--- config.mk ---
export PLATFORM = sky130hd
export DESIGN_NAME = gpio_port
export DESIGN_NICKNAME = d
export VERILOG_FILES = /design/src/rtl/gpio_pkg.sv /design/src/rtl/gpio_regs.sv /design/src/rtl/gpio_sync.sv /design/src/rtl/gpio_pinmux.sv /design/src/rtl/gpio_readmux.sv /design/src/rtl/gpio_port.sv
export SDC_FILE = /design/constraint.sdc
export NUM_CORES = 1
export LEC_CHECK = 0
export BUFFER_PORTS_ARGS = -buffer_cell sky130_fd_sc_hd__buf_2
export CORE_UTILIZATION = 41
export DETAILED_ROUTE_END_ITERATION = 16
export GPL_TIMING_DRIVEN = 0
export PLACE_DENSITY = 0.75
export SLEW_MARGIN = 20
export SYNTH_ARGS = -nofsm -noshare
export SYNTH_HDL_FRONTEND = slang
export SYNTH_HIERARCHICAL = 1
export SYNTH_SLANG_ARGS = --single-unit
export TNS_END_PERCENT = 10
--- constraint.sdc ---
create_clock -name clk -period 0.9 [get_ports clk]
set_clock_uncertainty 0.2 [all_clocks]
set_input_delay 0.135 -clock clk [delete_from_list [all_inputs] [get_ports clk]]
set_output_delay 0.135 -clock clk [all_outputs]
set_load 0.03 [all_outputs]
--- src/rtl/gpio_pkg.sv ---
package gpio_pkg;
  typedef enum logic {
    SEL_VALUE = 1'b0,
    SEL_DIR   = 1'b1
  } gpio_sel_e;
endpackage

--- src/rtl/gpio_regs.sv ---
module gpio_regs #(
  parameter int WIDTH = 8
) (
  input  logic             clk,
  input  logic             rst,
  input  logic             we,
  input  logic             addr,
  input  logic [WIDTH-1:0] wdata,
  output logic [WIDTH-1:0] value_q,
  output logic [WIDTH-1:0] dir_q
);
  import gpio_pkg::*;

  always_ff @(posedge clk) begin
    if (rst) begin
      value_q <= '0;
      dir_q   <= '0;
    end else if (we) begin
      if (gpio_sel_e'(addr) == SEL_VALUE) value_q <= wdata;
      else                                dir_q   <= wdata;
    end
  end
endmodule

--- src/rtl/gpio_sync.sv ---
module gpio_sync #(
  parameter int WIDTH  = 8,
  parameter int STAGES = 2
) (
  input  logic             clk,
  input  logic             rst,
  input  logic [WIDTH-1:0] async_in,
  output logic [WIDTH-1:0] sync_out
);
  localparam int LAST = STAGES - 1;

  logic [WIDTH-1:0] stage_q [STAGES];

  always_ff @(posedge clk) begin
    if (rst) stage_q[0] <= '0;
    else     stage_q[0] <= async_in;
  end

  for (genvar s = 1; s < STAGES; s++) begin : g_stage
    always_ff @(posedge clk) begin
      if (rst) stage_q[s] <= '0;
      else     stage_q[s] <= stage_q[s-1];
    end
  end

  assign sync_out = stage_q[LAST];
endmodule

--- src/rtl/gpio_pinmux.sv ---
module gpio_pinmux #(
  parameter int WIDTH = 8
) (
  input  logic [WIDTH-1:0] dir_q,
  input  logic [WIDTH-1:0] value_q,
  input  logic [WIDTH-1:0] per_en,
  input  logic [WIDTH-1:0] per_oe,
  input  logic [WIDTH-1:0] per_out,
  input  logic [WIDTH-1:0] ana_en,
  output logic [WIDTH-1:0] pin_oe,
  output logic [WIDTH-1:0] pin_out
);
  for (genvar b = 0; b < WIDTH; b++) begin : g_bit
    always_comb begin
      if (ana_en[b]) begin
        pin_oe[b]  = 1'b0;
        pin_out[b] = 1'b0;
      end else if (per_en[b]) begin
        pin_oe[b]  = per_oe[b];
        pin_out[b] = per_out[b];
      end else begin
        pin_oe[b]  = dir_q[b];
        pin_out[b] = value_q[b];
      end
    end
  end
endmodule

--- src/rtl/gpio_readmux.sv ---
module gpio_readmux #(
  parameter int WIDTH = 8
) (
  input  logic             addr,
  input  logic [WIDTH-1:0] dir_q,
  input  logic [WIDTH-1:0] value_q,
  input  logic [WIDTH-1:0] sync_in,
  input  logic [WIDTH-1:0] ana_en,
  output logic [WIDTH-1:0] rdata
);
  import gpio_pkg::*;

  logic [WIDTH-1:0] port_view;

  for (genvar b = 0; b < WIDTH; b++) begin : g_bit
    always_comb begin
      if (ana_en[b])     port_view[b] = 1'b0;
      else if (dir_q[b]) port_view[b] = value_q[b];
      else               port_view[b] = sync_in[b];
    end
  end

  assign rdata = (gpio_sel_e'(addr) == SEL_DIR) ? dir_q : port_view;
endmodule

--- src/rtl/gpio_port.sv ---
module gpio_port #(
  parameter int WIDTH       = 8,
  parameter int SYNC_STAGES = 2
) (
  input  logic             clk,
  input  logic             rst,
  input  logic             reg_we,
  input  logic             reg_addr,
  input  logic [WIDTH-1:0] reg_wdata,
  output logic [WIDTH-1:0] reg_rdata,
  input  logic [WIDTH-1:0] pin_in,
  input  logic [WIDTH-1:0] per_en,
  input  logic [WIDTH-1:0] per_oe,
  input  logic [WIDTH-1:0] per_out,
  input  logic [WIDTH-1:0] ana_en,
  output logic [WIDTH-1:0] pin_oe,
  output logic [WIDTH-1:0] pin_out
);
  logic [WIDTH-1:0] value_q;
  logic [WIDTH-1:0] dir_q;
  logic [WIDTH-1:0] pin_sync;

  gpio_regs #(.WIDTH(WIDTH)) u_regs (
    .clk(clk), .rst(rst), .we(reg_we), .addr(reg_addr),
    .wdata(reg_wdata), .value_q(value_q), .dir_q(dir_q)
  );

  gpio_sync #(.WIDTH(WIDTH), .STAGES(SYNC_STAGES)) u_sync (
    .clk(clk), .rst(rst), .async_in(pin_in), .sync_out(pin_sync)
  );

  gpio_pinmux #(.WIDTH(WIDTH)) u_pinmux (
    .dir_q(dir_q), .value_q(value_q), .per_en(per_en), .per_oe(per_oe),
    .per_out(per_out), .ana_en(ana_en), .pin_oe(pin_oe), .pin_out(pin_out)
  );

  gpio_readmux #(.WIDTH(WIDTH)) u_readmux (
    .addr(reg_addr), .dir_q(dir_q), .value_q(value_q), .sync_in(pin_sync),
    .ana_en(ana_en), .rdata(reg_rdata)
  );
endmodule

; After elaboration in Yosys (flattened, before gate mapping)
; Memory sizes are Yosys's and may differ from the RTL's.
; Index checks and enable logic that the tools add are counted.
[totals]
regBits = 16
ram_bits = 16
input_bits = 52
out_inout_bits = 24
elab_cells = 62
n_memories = 1
[classes]
muxes = 54
bitwise_logic = 3
reduce_logical = 2
[mem_list]
columns = memory, depth, width, rd, rd_ports_with_merged_regs, write_ports, line_no
row1 = u_sync.stage_q, 2, 8, 2, 0, 2, gpio_sync.sv:12  ; logic [WIDTH-1:0] stage_q [STAGES];
[op_table]
columns = op, count
row1 = two-way mux 1 bit, 51
row2 = two-way mux 8 bit, 3
row3 = AND reduction 2 bit, 2
row4 = OR 1 bit, 2
row5 = NOT 1 bit, 1

; Logic depth before layout (Yosys ltp)
[logic_depth]
depth_word = 3
ltp_mapped = 3
mapped_depth_nobuf = 3

; By module
; Netlist, hierarchy kept.
[by_module_without_submodules]
columns = mod, n_inst, cells_each, area_per_inst_um2, seq_area_each_um2
row1 = gpio_regs, 1, 64, 674.4, 320.3
row2 = gpio_sync, 1, 33, 464.2, 320.3
row3 = gpio_pinmux, 1, 32, 220.2, 0.0
row4 = gpio_readmux, 1, 34, 216.5, 0.0

; Worst setup path before layout
; No wires, ideal clock.
[synth_path]
path_type = register to output
startpoint = memory u_sync.stage_q[1][0]
endpoint = output reg_rdata[0]
arrival_ps = 1420
required_time_ps = 565
slack_ps = -855
path_stages_with_launch = 3
n_path_buf = 0
path_cell_list = dfxtp_1 inv_1 o41ai_1
[synth_lines]
columns = element, line_no
row1 = start: declaration, gpio_sync.sv:12
row2 = end: declaration, gpio_port.sv:10  ; output logic [WIDTH-1:0] reg_rdata,

; Worst setup path after layout
[layout_path]
startpoint = register u_regs.value_q[3]
endpoint = output reg_rdata[3]
[layout_via]
elab_chain_cells = 3
[layout_lines]
columns = element, line_no
row1 = start: declaration, gpio_regs.sv:9  ; output logic [WIDTH-1:0] value_q,
row2 = start signal: assignment, gpio_regs.sv:19  ; if (gpio_sel_e'(addr) == SEL_VALUE) value_q <= wdata;
row3 = two-way mux 1 bit, gpio_readmux.sv:18  ; else if (dir_q[b]) port_view[b] = value_q[b];
row4 = two-way mux 1 bit, gpio_readmux.sv:17  ; if (ana_en[b]) port_view[b] = 1'b0;
row5 = two-way mux 8 bit, gpio_readmux.sv:23  ; assign rdata = (gpio_sel_e'(addr) == SEL_DIR) ? dir_q : port_view;
; No other way between the ends.

==> run summary <==
Worst hold slack -> -0.125 ns
Register bit total from synthesis -> 32
Non-Filler Instances -> 299
CTS Buf Count -> 5
ANT nets after route -> 0
Worst-skew pair later-pin latency -> 0.27 ns
Num ports -> 76
Critical path type -> flop to output port
Failing checks -> negative hold slack, negative setup slack
Commonest non-fill, non-tap cell in the layout -> buf_2
Drt drc -> 0
Initial DRT Pass Iterations -> 4
Die area -> 4090 um2
Area leader, netlist -> dfxtp_1
Initial antenna violation count -> 0
Maximum clock rate -> 674 MHz
Port Buf Inserts -> 75
DR iter-0 viols -> 29
Pin count of the biggest net entering global routing -> 14
Post-DP HPWL -> 2620 um
Int Power -> 0.00248 W
Final core utilization -> 0.678
Actual slew at the worst max-slew pin -> 0.301 ns
Diodes inserted -> 0
Sw frac -> 0.265
Depth of the CTS H-tree -> 2
Max VDD drop -> 1200 uV
Sequential share of power -> 0.457
Required time worst endpoint -> 0.56 ns
Top-area cell type share of the netlist area -> 0.407
Power share of the clock group -> 0.324
Slew headroom -> 0.799
Synth cell types -> 19
Clock root buffer -> clkbuf_8
Pwr dens -> 1360 nW/um2
WL/cell -> 12.0 um
Max-slew violation count -> 0
Core Area -> 3660 um2
Die W -> 64.0 um
Final setup fails -> 25
Crit-path max FO -> 3
Leakage power -> 1.19 nW
Seq/Total Area, Yosys -> 0.407
Total gr overflow -> 0
Layout cells sized above 1 -> 0.594
Pre-CTS setup slack -> -0.580 ns
Clock transition at path regs -> 0.06 ns
Clock Tree Buf Depth -> 2
Total GRT Usage -> 0.186
Syn. warnings -> 6
Period utilisation layout -> 1.65
Fillers -> 305
CTS tree -> yes
Routability cong. -> 0.693
Initial Util -> 0.430
Top cells by area, synth -> dfxtp_1 41%, mux2i_1 20%, nand2b_1 9.9%
Row count -> 22
Mean Syn Cell Area -> 9.66 um2
Vias -> 1417
Routed wire length -> 3590 um
Maxcap violations -> 0
CP Capture Type -> output port
Nets -> 302
Area Growth Syn to Fin -> 57.7%
Post-layout min period -> 1.48 ns
Multi-input gate area -> 1070 um2
Fin worst setup slack -> -0.585 ns
Combinational share of power -> 0.219
Crit path DAT -> 1.15 ns
Die Height -> 64.0 um
Cells after Synth -> 163
RSZ-0062 raised after global routing -> yes
First-pass GRT wire length -> 5820 um
Hold WC Path Type -> input port to flop
Psw -> 0.000890 W
Area of the mapped netlist -> 1580 um2
Outcome -> finished, violations left
Syn nets -> 215
Vias in the first global route -> 1383
Final Hold Vio Count -> 24
Vias/cell -> 4.74
Inst Count DP -> 286
FF/Latch Area -> 671 um2
Critical Path Source Type -> flop
Num Clock Sinks -> 32
Most frequent cells in the layout -> 49 x buf_2, 31 x mux2i_1, 24 x nand2b_1, 21 x buf_4, 16 x dfxtp_1
## final timing paths
check / to / start / slack [ns] / cells after the start
worst min-delay path: u_sync/stage_q[0][3] / pin_in[3] / -0.13 / 2
worst max register to register: u_regs/value_q[4] / u_regs/value_q[4] / 0 / 3
worst min register to register: u_sync/stage_q[1][0] / u_sync/stage_q[0][0] / 0.24 / 1
worst max-delay path: reg_rdata[3] / u_regs/value_q[3] / -0.58 / 4
## cell usage after synthesis (all sizes together)
library cell  instances
and2                  1
dfxtp                32
mux2i                32
and2b                 6
o41ai                 7
clkbuf                2
nand2b               25
inv                   7
o21ai                 9
nand2                 2
nor2b                19
nor2                 17
buf                   4
## metal layers
| layer | routed length, um | part of all wire | track usage | vias up |
|---|---|---|---|---|
| met2 | 1930 | 0.54 | 0.359 | 32 |
| met5 | 0 | 0 | 0 | - |
| met4 | 20 | 0.0056 | 0.0625 | 0 |
| li1 | - | - | - | 722 |
| met1 | 1510 | 0.42 | 0.189 | 661 |
| met3 | 125 | 0.035 | 0.0500 | 2 |
## final cells by class
type                       count  share of cell area
timing repair buffer          80               0.208
clock buffer                   8              0.0363
tap                           48              0.0242
sequential                    32               0.270
buffer                         6              0.0191
multi-input combinational    118               0.432
inverter                       7              0.0106
## per-stage QoR
step                      total power [W]  setup TNS (ns)  instance area (um2)
after floorplan                   0.00195           -4.98                 1720
after global placement            0.00220          -11.74                 2150
after detailed placement          0.00221          -12.20                 2150
after CTS                         0.00338          -11.65                 2400
after global routing              0.00354          -12.58                 2480
final                             0.00337          -11.15                 2480
## sequential cells by signal, summed over array words and instances (netlist names)
signal / flops
u_regs/dir_q: 8
u_sync/stage_q: 16
u_regs/value_q: 8
## worst max-delay path: stages, from the launching register on
cell and delay (ns):
dfxtp_2 0.33, nor2b_1 0.13, o21ai_2 0.15, o41ai_4 0.09, buf_4 0.17
## power groups by stage
| stage | clock network (W) | registers [W] | logic (W) |
|---|---|---|---|
| 2_1_floorplan | 0 | 0.00156 | 0.000393 |
| 3_3_place_gp | 0 | 0.00157 | 0.000628 |
| 3_5_place_dp | 0 | 0.00157 | 0.000638 |
| 4_1_cts | 0.00113 | 0.00154 | 0.000711 |
| 5_1_grt | 0.00120 | 0.00155 | 0.000792 |
| 6_report | 0.00109 | 0.00154 | 0.000737 |
## kinds of logic (layout without fill, tap and decap cells)
kind of cell	count (synthesis)	after routing	share of synthesized area
buf+inv	13	101	0.0445
compound gates	16	16	0.0770
simple gates	70	70	0.268
mux	32	32	0.203
flops	32	32	0.407
## what timing repair did
item	CTS	global route
pin swaps	4	6
hold endpoints to repair	24	24
endpoints found under the setup margin	40	40
resized for setup	50	20
setup buffers	4	1
No activity file was read; power rests on OpenSTA's default activity.
